### src/rtl/scg_pkg.sv
package scg_pkg;
  typedef enum logic [2:0] {
    OP_NOP      = 3'd0,
    OP_EC_CLR   = 3'd1,
    OP_CMP_LO   = 3'd2,
    OP_CMP_HI   = 3'd3,
    OP_EC_ERASE = 3'd4,
    OP_WRITE    = 3'd5
  } op_e;

  typedef struct packed {
    logic ecClr;
    logic ecErase;
    logic codeLdLo;
    logic codeLdHi;
    logic memWr;
  } strobe_t;
endpackage

### src/rtl/scg_ctrl.sv
module scg_ctrl
  import scg_pkg::*;
#(
  parameter int ADDR_W = 10
) (
  input  logic              clk,
  input  logic              rstN,
  input  logic              powerUp,
  input  logic              cmdValid,
  input  logic [2:0]        cmdOp,
  input  logic [ADDR_W-1:0] cmdAddr,
  input  logic              codeLock,
  input  logic              ecEmpty,
  input  logic              loMatch,
  input  logic              hiMatch,
  output strobe_t           stb,
  output logic              grant
);
  localparam logic [ADDR_W-1:0] EC_ADDR = ADDR_W'((1 << ADDR_W) - 3);
  localparam logic [ADDR_W-1:0] CODE_LO = ADDR_W'((1 << ADDR_W) - 2);
  localparam logic [ADDR_W-1:0] CODE_HI = ADDR_W'((1 << ADDR_W) - 1);

  op_e  op;
  logic armed;   // attempt open: a counter bit was consumed
  logic loSeen;  // low byte compared in this attempt
  logic loOk;    // result of that low byte compare

  assign op = op_e'(cmdOp);

  always_comb begin
    stb = '0;
    if (cmdValid) begin
      case (op)
        OP_EC_CLR:   stb.ecClr   = !ecEmpty;
        OP_EC_ERASE: stb.ecErase = grant;
        OP_WRITE: begin
          if (grant) begin
            stb.memWr    = (cmdAddr < EC_ADDR);
            stb.codeLdLo = (cmdAddr == CODE_LO) && !codeLock;
            stb.codeLdHi = (cmdAddr == CODE_HI) && !codeLock;
          end
        end
        default: ;
      endcase
    end
  end

  always_ff @(posedge clk) begin
    if (!rstN || powerUp) begin
      grant  <= 1'b0;
      armed  <= 1'b0;
      loSeen <= 1'b0;
      loOk   <= 1'b0;
    end else if (cmdValid) begin
      case (op)
        OP_EC_CLR: begin
          if (!ecEmpty) begin
            armed  <= 1'b1;
            loSeen <= 1'b0;
            loOk   <= 1'b0;
          end
        end
        OP_CMP_LO: begin
          if (armed) begin
            loSeen <= 1'b1;
            loOk   <= loMatch;
          end
        end
        OP_CMP_HI: begin
          if (armed && loSeen) begin
            grant  <= loOk && hiMatch;
            armed  <= 1'b0;
            loSeen <= 1'b0;
            loOk   <= 1'b0;
          end
        end
        default: ;
      endcase
    end
  end
endmodule

### src/rtl/scg_dp.sv
module scg_dp
  import scg_pkg::*;
#(
  parameter int              ADDR_W    = 10,
  parameter int              DATA_W    = 8,
  parameter logic [2*DATA_W-1:0] CODE_INIT = 16'h5AC3
) (
  input  logic              clk,
  input  logic              rstN,
  input  strobe_t           stb,
  input  logic [ADDR_W-1:0] cmdAddr,
  input  logic [DATA_W-1:0] cmdData,
  input  logic [ADDR_W-1:0] rdAddr,
  input  logic [DATA_W-1:0] memRdData,
  output logic [DATA_W-1:0] rdData,
  output logic              ecEmpty,
  output logic              loMatch,
  output logic              hiMatch,
  output logic [DATA_W-1:0] ecNow,
  output logic              memWrEn,
  output logic [ADDR_W-1:0] memWrAddr,
  output logic [DATA_W-1:0] memWrData
);
  localparam logic [ADDR_W-1:0] EC_ADDR = ADDR_W'((1 << ADDR_W) - 3);
  localparam logic [ADDR_W-1:0] CODE_LO = ADDR_W'((1 << ADDR_W) - 2);

  logic [DATA_W-1:0] errCnt;
  logic [DATA_W-1:0] codeLo;
  logic [DATA_W-1:0] codeHi;

  assign ecNow   = errCnt;
  assign ecEmpty = (errCnt == '0);
  assign loMatch = (cmdData == codeLo);
  assign hiMatch = (cmdData == codeHi);

  always_comb begin
    if (rdAddr >= CODE_LO)      rdData = '0;
    else if (rdAddr == EC_ADDR) rdData = errCnt;
    else                        rdData = memRdData;
  end

  always_ff @(posedge clk) begin
    if (!rstN) begin
      errCnt    <= '1;
      codeLo    <= CODE_INIT[DATA_W-1:0];
      codeHi    <= CODE_INIT[2*DATA_W-1:DATA_W];
      memWrEn   <= 1'b0;
      memWrAddr <= '0;
      memWrData <= '0;
    end else begin
      if (stb.ecErase)    errCnt <= '1;
      else if (stb.ecClr) errCnt <= errCnt & (errCnt - DATA_W'(1));
      if (stb.codeLdLo) codeLo <= cmdData;
      if (stb.codeLdHi) codeHi <= cmdData;
      memWrEn <= stb.memWr;
      if (stb.memWr) begin
        memWrAddr <= cmdAddr;
        memWrData <= cmdData;
      end
    end
  end
endmodule

### src/rtl/sec_code_gate.sv
module sec_code_gate
  import scg_pkg::*;
#(
  parameter int                  ADDR_W    = 10,
  parameter int                  DATA_W    = 8,
  parameter logic [2*DATA_W-1:0] CODE_INIT = 16'h5AC3
) (
  input  logic              clk,
  input  logic              rstN,
  input  logic              powerUp,
  input  logic              cmdValid,
  input  logic [2:0]        cmdOp,
  input  logic [ADDR_W-1:0] cmdAddr,
  input  logic [DATA_W-1:0] cmdData,
  input  logic              codeLock,
  input  logic [ADDR_W-1:0] rdAddr,
  input  logic [DATA_W-1:0] memRdData,
  output logic [DATA_W-1:0] rdData,
  output logic              grant,
  output logic              memWrEn,
  output logic [ADDR_W-1:0] memWrAddr,
  output logic [DATA_W-1:0] memWrData
);
  strobe_t           stb;
  logic              ecEmpty;
  logic              loMatch;
  logic              hiMatch;
  logic [DATA_W-1:0] ecNow;

  scg_ctrl #(.ADDR_W(ADDR_W)) u_ctrl (
    .clk(clk), .rstN(rstN), .powerUp(powerUp),
    .cmdValid(cmdValid), .cmdOp(cmdOp), .cmdAddr(cmdAddr),
    .codeLock(codeLock), .ecEmpty(ecEmpty),
    .loMatch(loMatch), .hiMatch(hiMatch),
    .stb(stb), .grant(grant)
  );

  scg_dp #(.ADDR_W(ADDR_W), .DATA_W(DATA_W), .CODE_INIT(CODE_INIT)) u_dp (
    .clk(clk), .rstN(rstN), .stb(stb),
    .cmdAddr(cmdAddr), .cmdData(cmdData),
    .rdAddr(rdAddr), .memRdData(memRdData), .rdData(rdData),
    .ecEmpty(ecEmpty), .loMatch(loMatch), .hiMatch(hiMatch),
    .ecNow(ecNow),
    .memWrEn(memWrEn), .memWrAddr(memWrAddr), .memWrData(memWrData)
  );
endmodule

### config.mk
export PLATFORM = sky130hd
export DESIGN_NAME = sec_code_gate
export DESIGN_NICKNAME = d
export VERILOG_FILES = /design/src/rtl/scg_pkg.sv /design/src/rtl/scg_ctrl.sv /design/src/rtl/scg_dp.sv /design/src/rtl/sec_code_gate.sv
export SDC_FILE = /design/constraint.sdc
export NUM_CORES = 1
export LEC_CHECK = 0
export BUFFER_PORTS_ARGS = -buffer_cell sky130_fd_sc_hd__clkbuf_2
export CAP_MARGIN = 20
export CORE_UTILIZATION = 54
export DETAILED_ROUTE_END_ITERATION = 8
export PLACE_DENSITY = 0.84
export SYNTH_ARGS = -nofsm -noshare
export SYNTH_HDL_FRONTEND = slang
export SYNTH_HIERARCHICAL = 1
export SYNTH_SLANG_ARGS = --single-unit
### constraint.sdc
create_clock -name clk -period 3.4 [get_ports clk]
set_clock_uncertainty 0.2 [all_clocks]
set_input_delay 0.68 -clock clk [delete_from_list [all_inputs] [get_ports clk]]
set_output_delay 0.68 -clock clk [all_outputs]
set_load 0.01 [all_outputs]
==> key figures, run 1 <==
Floorplanning
  – Die height: 67.1 um
  – Initial core utilization: 56.7%
  – Die Area: 4500 um2
  – Rows: 23
  – Die X: 67.1 um
  – Core area: 4030 um2
  – I/O Pins: 72

Clock network
  – TritonCTS Sinks: 47
  – Post-CTS resize count: 0
  – CTS Root Cell: clkbuf_8
  – CTS Buf Count: 5
  – Clock Latency Late Sink: 290 ps
  – Cts hold-fix bufs: 0
  – CTS tree: built
  – Worst-path clk slew: 80 ps
  – Clock Path Buffers: 2
  – CTS HTree Levels: 2
  – Setup bufs post-CTS: 0

Detailed routing
  – Drt total wl: 4470 um
  – Avg WL per Cell: 12.5 um
  – Via-to-Cell Ratio: 5.24
  – Antenna Nets Post-Route: 0
  – DR vias: 1,865
  – First-pass DRT Iterations: 5
  – DR iter-0 viols: 56
  – # DRC: 0

Power and ir drop
  – Pleak: 0.00105 uW
  – PD cells: 375 nW/um2
  – Worst vdd ir: 0.312 mV

STA
  – Final hold violation count: 0
  – Unrepaired setup endpoints after global routing: false
  – Max_slew headroom: 58.9%
  – Fin. max-slew vios: 0
  – Fin crit period: 2700 ps
  – Min setup slack post-route: 697 ps
  – Final TNS setup: 0 ps
  – Worst slew pin tran: 617 ps
  – Final setup viols: 0
  – Tcrit/Tclk final: 79.5%
  – FMAX: 370 MHz

Cells and area
  – Flip-flop and latch area: 941 um2
  – Share of cells above drive strength 1: 30.4%
  – ANT cells: 0
  – Multi-input gate area: 1310 um2
  – Fill cell total of the finished layout: 319
  – Nets: 349
  – Area delta synth->final: 23.8%

Hold path
  – HP Class: register to register
  – HP Start: u_dp/ecNow[4]

Critical path
  – CP Launch Point: rdAddr[8]
  – CP max FO: 9
  – Setup slack, reg-to-reg: 1110 ps
  – Critical path startpoint category: input pin
  – End of the critical path: rdData[0]
  – Critical path class: input pin to output pin
  – Worst EP arrival: 1820 ps
  – R2r startpoint: u_dp/ecNow[2]
  – Delay of the slowest critical-path stage: 490 ps
  – Crit-path cells: clkbuf_2, nand4_4, or3_1, o31ai_1, clkbuf_2
  – CP Capture Type: output pin
  – Worst path required time: 2520 ps
  – Critical-path top delay cell: or3_1
  – Most used cell along the critical path: clkbuf_2
  – R2R Path End: u_dp/ecNow[7]
  – R2R depth: 6

Synthesis
  – Distinct cells, synth: 36
  – Post-synthesis cell area: 2290 um2
  – Seq cells post-synth: 47
  – FFs w/ async S/R, synth: 0%
  – Dominant cell type by area after synthesis: dfxtp_1
  – Sequential area share after synthesis: 41.2%
  – Total of warnings raised by yosys: 6
  – Cells after Synth: 235
  – Syn Nets: 279
  – Post-synth EDFFs: 0
  – Share of the synthesized area in the top cell type: 41.2%
  – Area contributors post-synth: dfxtp_1 (41%), mux2i_1 (16%), nor2b_1 (7.9%)
  – Ys flop type: dfxtp_1
  – Syn Area/Cell: 9.73 um2

GRT
  – Initial antenna violation count: 0
  – GRT Total Usage: 20.8%
  – First-pass GRT wire length: 7140 um
  – Vias in the first global route: 1,702
  – Largest net degree at the start of global routing: 40
  – Grt ovf: 0

Place
  – HPWL after DPL: 3380 um
  – IO Port Bufs: 71
  – Pre-CTS WS: 695 ps
  – GPL Wtd Cong: 0.826

Flow run
  – Max cap viols: 0

Status
  – Status: completed
==> flip-flops by register name (all words and copies together) (netlist names) <==
| register | cells |
|---|---|
| u_dp/memWrAddr | 10 |
| u_dp/codeHi | 8 |
| u_dp/codeLo | 8 |
| u_dp/ecNow | 8 |
| u_dp/memWrData | 8 |
| u_ctrl/armed | 1 |
| u_ctrl/grant | 1 |
| u_ctrl/loOk | 1 |
| u_ctrl/loSeen | 1 |
| u_dp/memWrEn | 1 |
==> logic make-up after synthesis <==
logic type	after synthesis	synth area share, %
and+or+nand+nor	92	25.0
DFF	47	41.2
muxes	36	15.8
AOI/OAI and AO/OA	30	9.41
xor gates and xnor gates	16	6.13
buffers and inverters	14	2.52
==> report_power, final <==
part	internal (uW)	switching, uW
Combinational	46.3	49.7
Clock	238	176
Sequential	550	0.557
==> Yosys cell counts (2+ instances only) <==
cell      instances
a21oi_1           2
and2b_2           2
and4_1            2
buf_2             3
clkbuf_1          7
dfxtp_1          47
inv_1             3
mux2i_1          36
nand2_1          24
nand2b_1          8
nand4_1           5
nand4_4           2
nor2_1            4
nor2b_1          29
nor4b_1           2
o21ai_0          11
o31ai_1          12
or3_1             3
xnor2_1          16
==> metrics by stage <==
step | total power, uW | hold WS (ps) | util, % | cell area, um2 | instances
final | 1060 | 269 | 70.2 | 2830 | 356
after global routing | 1100 | 292 | 70.2 | 2830 | 356
after CTS | 1070 | 271 | 70.2 | 2830 | 356
after detailed placement | 660 | 260 | 67.3 | 2710 | 348
after global placement | 658 | 245 | 67.3 | 2710 | 348
after floorplan | 609 | 235 | - | 2290 | 235
==> layout make-up <==
class | count | area share (%)
Inverter | 3 | 0.398
Clock buffer | 6 | 2.92
Clock inverter | 2 | 1.24
Sequential cell | 47 | 33.3
Timing Repair Buffer | 74 | 13.8
Multi-Input combinational cell | 174 | 46.2
Tap cell | 50 | 2.21
==> worst min-delay path by stage <==
stage | endpoint | slack, ps | cells after the start
floorplan | u_ctrl/loSeen | 230 | 2
finish | u_dp/ecNow[4] | 270 | 2
global placement | u_ctrl/loSeen | 240 | 2
detailed placement | u_dp/ecNow[4] | 260 | 2
global route | u_ctrl/loSeen | 290 | 2
CTS | u_dp/ecNow[4] | 270 | 2
==> cell usage in the layout, fill, tap and decap left out, types with 3 or more instances in the layout <==
master	Yosys	routed
inv_1	3	3
dfxtp_1	47	47
nand4_1	5	5
nor2b_1	29	29
clkbuf_2	1	71
nor2_1	4	4
nand2_1	24	24
xnor2_1	16	16
clkbuf_8	0	6
mux2i_1	36	36
nand2b_1	8	8
o31ai_1	12	12
or3_1	3	3
o21ai_0	11	11
==> critical path: cells and delay by family <==
| family | cells | cell delay (ps) |
|---|---|---|
| simple gates | 2 | 650 |
| buf+inv | 2 | 270 |
| compound gates | 1 | 220 |
==> metal layers <==
| metal | GRT usage (%) | share of wire (%) | vias to the layer above | wire length [um] |
|---|---|---|---|---|
| li1 | - | - | 970 | - |
| met1 | 23.4 | 45 | 847 | 2000 |
| met2 | 38.1 | 50 | 46 | 2240 |
| met3 | 5.14 | 4.5 | 2 | 201 |
| met4 | 5.59 | 0.45 | 0 | 20 |
| met5 | 0 | 0 | - | 0 |
No activity file was read; power rests on OpenSTA's default activity.
==> run 2: changes to the inputs <==
--- a/config.mk
+++ b/config.mk
@@ -5,11 +5,12 @@
 export SDC_FILE = /design/constraint.sdc
 export NUM_CORES = 1
 export LEC_CHECK = 0
+export ABC_AREA = 1
 export BUFFER_PORTS_ARGS = -buffer_cell sky130_fd_sc_hd__clkbuf_2
 export CAP_MARGIN = 20
-export CORE_UTILIZATION = 54
+export CORE_UTILIZATION = 46
 export DETAILED_ROUTE_END_ITERATION = 8
-export PLACE_DENSITY = 0.84
+export PLACE_DENSITY = 0.76
 export SYNTH_ARGS = -nofsm -noshare
 export SYNTH_HDL_FRONTEND = slang
 export SYNTH_HIERARCHICAL = 1
==> constraint.sdc (replaced) <==
create_clock -name clk -period 2.3 [get_ports clk]
set_clock_uncertainty 0.2 [all_clocks]
set_input_delay 0.46 -clock clk [delete_from_list [all_inputs] [get_ports clk]]
set_output_delay 0.46 -clock clk [all_outputs]
set_load 0.01 [all_outputs]
==> run 2 against run 1 <==
Effect of this change:
- critical path depth grew 2
- synthesized cell count grew 37%
- synthesized area up 1.5%
- sequential power grew 48%
- flip-flop and latch count did not move
- hold slack got worse by 59 ps
- worst setup slack got worse by 330 ps
- clock-buffer cell count stayed put
- clock power rose by 19%
- global-route usage down 0.60 points
- critical endpoint is now rdData[2]
==> key figures, run 2 <==
Status
  – Status: completed (unchanged)

STA
  – Unrepaired setup endpoints after global routing: false (unchanged)
  – Final setup viols: 0 (unchanged)
  – Worst slew pin tran: 457 ps (was 617 ps)
  – Max_slew headroom: 69.2% (was 58.9%)
  – Tcrit/Tclk final: 84.1%
  – Fin crit period: 1930 ps
  – Final hold violation count: 0 (unchanged)
  – Final TNS setup: 0 ps (unchanged)
  – FMAX: 517 MHz
  – Fin. max-slew vios: 0 (unchanged)

Detailed routing
  – Antenna Nets Post-Route: 0 (unchanged)
  – DR vias: 2,260 (was 1,865)
  – Avg WL per Cell: 10.7 um (was 12.5 um)
  – First-pass DRT Iterations: 6 (was 5)
  – Via-to-Cell Ratio: 4.88 (was 5.24)
  – Drt total wl: 4970 um (was 4470 um)
  – DR iter-0 viols: 92 (was 56)
  – # DRC: 0 (unchanged)

Floorplanning
  – Die height: 73.0 um (was 67.1 um)
  – Rows: 25 (was 23)
  – Die Area: 5330 um2 (was 4500 um2)
  – Die X: 73.0 um (was 67.1 um)
  – I/O Pins: 72 (unchanged)
  – Core area: 4790 um2 (was 4030 um2)
  – Initial core utilization: 48.5% (was 56.7%)

Synthesis
  – Sequential area share after synthesis: 40.6% (was 41.2%)
  – Distinct cells, synth: 26 (was 36)
  – Area contributors post-synth: dfxtp_1 (41%), nor2_1 (12%), nand2_1 (9.2%) (was dfxtp_1 (41%), mux2i_1 (16%), nor2b_1 (7.9%))
  – Cells after Synth: 323 (was 235)
  – Syn Area/Cell: 7.18 um2 (was 9.73 um2)
  – Share of the synthesized area in the top cell type: 40.6% (was 41.2%)
  – FFs w/ async S/R, synth: 0% (unchanged)
  – Post-synth EDFFs: 0 (unchanged)
  – Top-count cell post-synth: nor2_1 (was dfxtp_1)
  – Total of warnings raised by yosys: 6 (unchanged)
  – Syn Nets: 367 (was 279)
  – Ys flop type: dfxtp_1 (unchanged)
  – Seq cells post-synth: 47 (unchanged)
  – Post-synthesis cell area: 2320 um2 (was 2290 um2)
  – Post-synth top cells: nor2_1 (76), nand2_1 (57), dfxtp_1 (47) (was dfxtp_1 (47), mux2i_1 (36), nor2b_1 (29))
  – Dominant cell type by area after synthesis: dfxtp_1 (unchanged)

Critical path
  – Worst EP arrival: 1270 ps (was 1820 ps)
  – Critical path startpoint category: input pin (unchanged)
  – CP Capture Type: output pin (unchanged)
  – Worst path required time: 1640 ps (was 2520 ps)
  – CP max FO: 10 (was 9)
  – Critical path class: input pin to output pin (unchanged)

Clock network
  – Clock Path Buffers: 2 (unchanged)
  – Setup bufs post-CTS: 0 (unchanged)
  – Worst-path clk slew: 80 ps (about the same)
  – CTS Root Cell: clkbuf_8 (unchanged)
  – CTS HTree Levels: 2 (unchanged)
  – CTS tree: built (unchanged)
  – CTS Buf Count: 5 (unchanged)
  – TritonCTS Sinks: 47 (unchanged)
  – Post-CTS resize count: 0 (unchanged)
  – Cts hold-fix bufs: 0 (unchanged)
  – Clock Latency Late Sink: 290 ps (about the same)

Cells and area
  – Reg with most FFs: u_dp/memWrAddr (unchanged)
  – Fin area: 2820 um2 (was 2830 um2)
  – Largest register FFs: 10 (unchanged)
  – Commonest cells after routing, fill and taps aside: nor2_1 (76), clkbuf_2 (71), nand2_1 (57) (was clkbuf_2 (71), dfxtp_1 (47), mux2i_1 (36))
  – Most common cell after layout, fill and taps aside: nor2_1 (was clkbuf_2)
  – Nets: 440 (was 349)
  – Area delta synth->final: 21.6% (was 23.8%)
  – Final core occ: 58.9% (was 70.2%)
  – Share of cells above drive strength 1: 25.3% (was 30.4%)
  – ANT cells: 0 (unchanged)
  – Fill cell total of the finished layout: 454 (was 319)

GRT
  – Grt ovf: 0 (unchanged)
  – Initial antenna violation count: 0 (unchanged)
  – GRT Total Usage: 20.2% (was 20.8%)
  – Vias in the first global route: 2,013 (was 1,702)
  – Largest net degree at the start of global routing: 36 (was 40)
  – First-pass GRT wire length: 8560 um (was 7140 um)

Power and ir drop
  – Worst vdd ir: 0.433 mV (was 0.312 mV)
  – Pleak: 0.00146 uW (was 0.00105 uW)
  – PD cells: 516 nW/um2 (was 375 nW/um2)
  – Overall power: 1460 uW (was 1060 uW)

Hold path
  – HP Class: input pin to register (was register to register)

Place
  – DP Area: 2730 um2 (was 2710 um2)
  – IO Port Bufs: 71 (unchanged)
  – HPWL after DPL: 3700 um (was 3380 um)
  – GPL Wtd Cong: 0.856 (was 0.826)

Flow run
  – Max cap viols: 0 (unchanged)
## run 2: cell types whose count changed after synthesis, moves of 16 or more
cell	delta
o21ai_0	+20
nand2_1	+33
nor2b_1	-29
nor2_1	+72
inv_1	+19
nand3_1	+21
xnor2_1	-16
mux2i_1	-36
## run 2: cell families (layout without fill, tap and decap cells)
family | count (synthesis) | count (layout) | share of synthesized area (%)
flip-flops | 47 | 47 | 40.6
AND/OR/NAND/NOR | 190 | 190 | 39.1
AO/OA/AOI/OAI | 39 | 39 | 8.79
XOR/XNOR | 14 | 14 | 5.29
buffers and inverters | 33 | 106 | 6.31
## run 2: through the flow
step,std cells,hold WS [ps],setup slack (ps)
2_1_floorplan,323,239,597
3_3_place_gp,456,257,359
3_5_place_dp,456,268,277
4_1_cts,463,202,375
5_1_grt,463,212,198
6_report,463,210,366
## run 2: layout make-up
class                           instances  area [um2]  share of cell area, %
Sequential cell                        47         941                   33.4
Clock inverter                          1        5.00                  0.177
Timing Repair Buffer                   75         385                   13.7
Multi-Input combinational cell        243        1230                   43.7
Inverter                               24        90.1                   3.19
Clock buffer                            6        82.6                   2.93
Tap cell                               67        83.8                   2.97
## run 2: metal layers
layer,GRT usage (%),vias to the layer above,part of all wire [%]
met5,0,-,0
met2,34.1,63,46
met1,26.2,1005,49
li1,-,1188,-
met4,5.01,0,0.50
met3,4.42,4,4.7
## run 2: worst max-delay path, stage by stage
cell      delay, ps
clkbuf_2         80
nand2_1         110
nor2_8          200
nand3_4         140
nand3_1         110
nand2_1          50
clkbuf_2        120
## run 2: final timing paths
| check | startpoint | to | slack, ps | depth (start not counted) |
|---|---|---|---|---|
| worst min-delay path | cmdAddr[8] | u_dp/memWrAddr[8] | 210 | 3 |
| worst max-delay path | rdAddr[5] | rdData[2] | 370 | 7 |
| worst min register to register | u_dp/ecNow[2] | u_dp/ecNow[2] | 280 | 2 |
| worst max register to register | u_dp/ecNow[0] | u_dp/ecNow[7] | 380 | 13 |
## run 2: power breakdown
part	internal [uW]	switching [uW]
clock	236	255
sequential	815	1.52
combinational	59.2	88.4
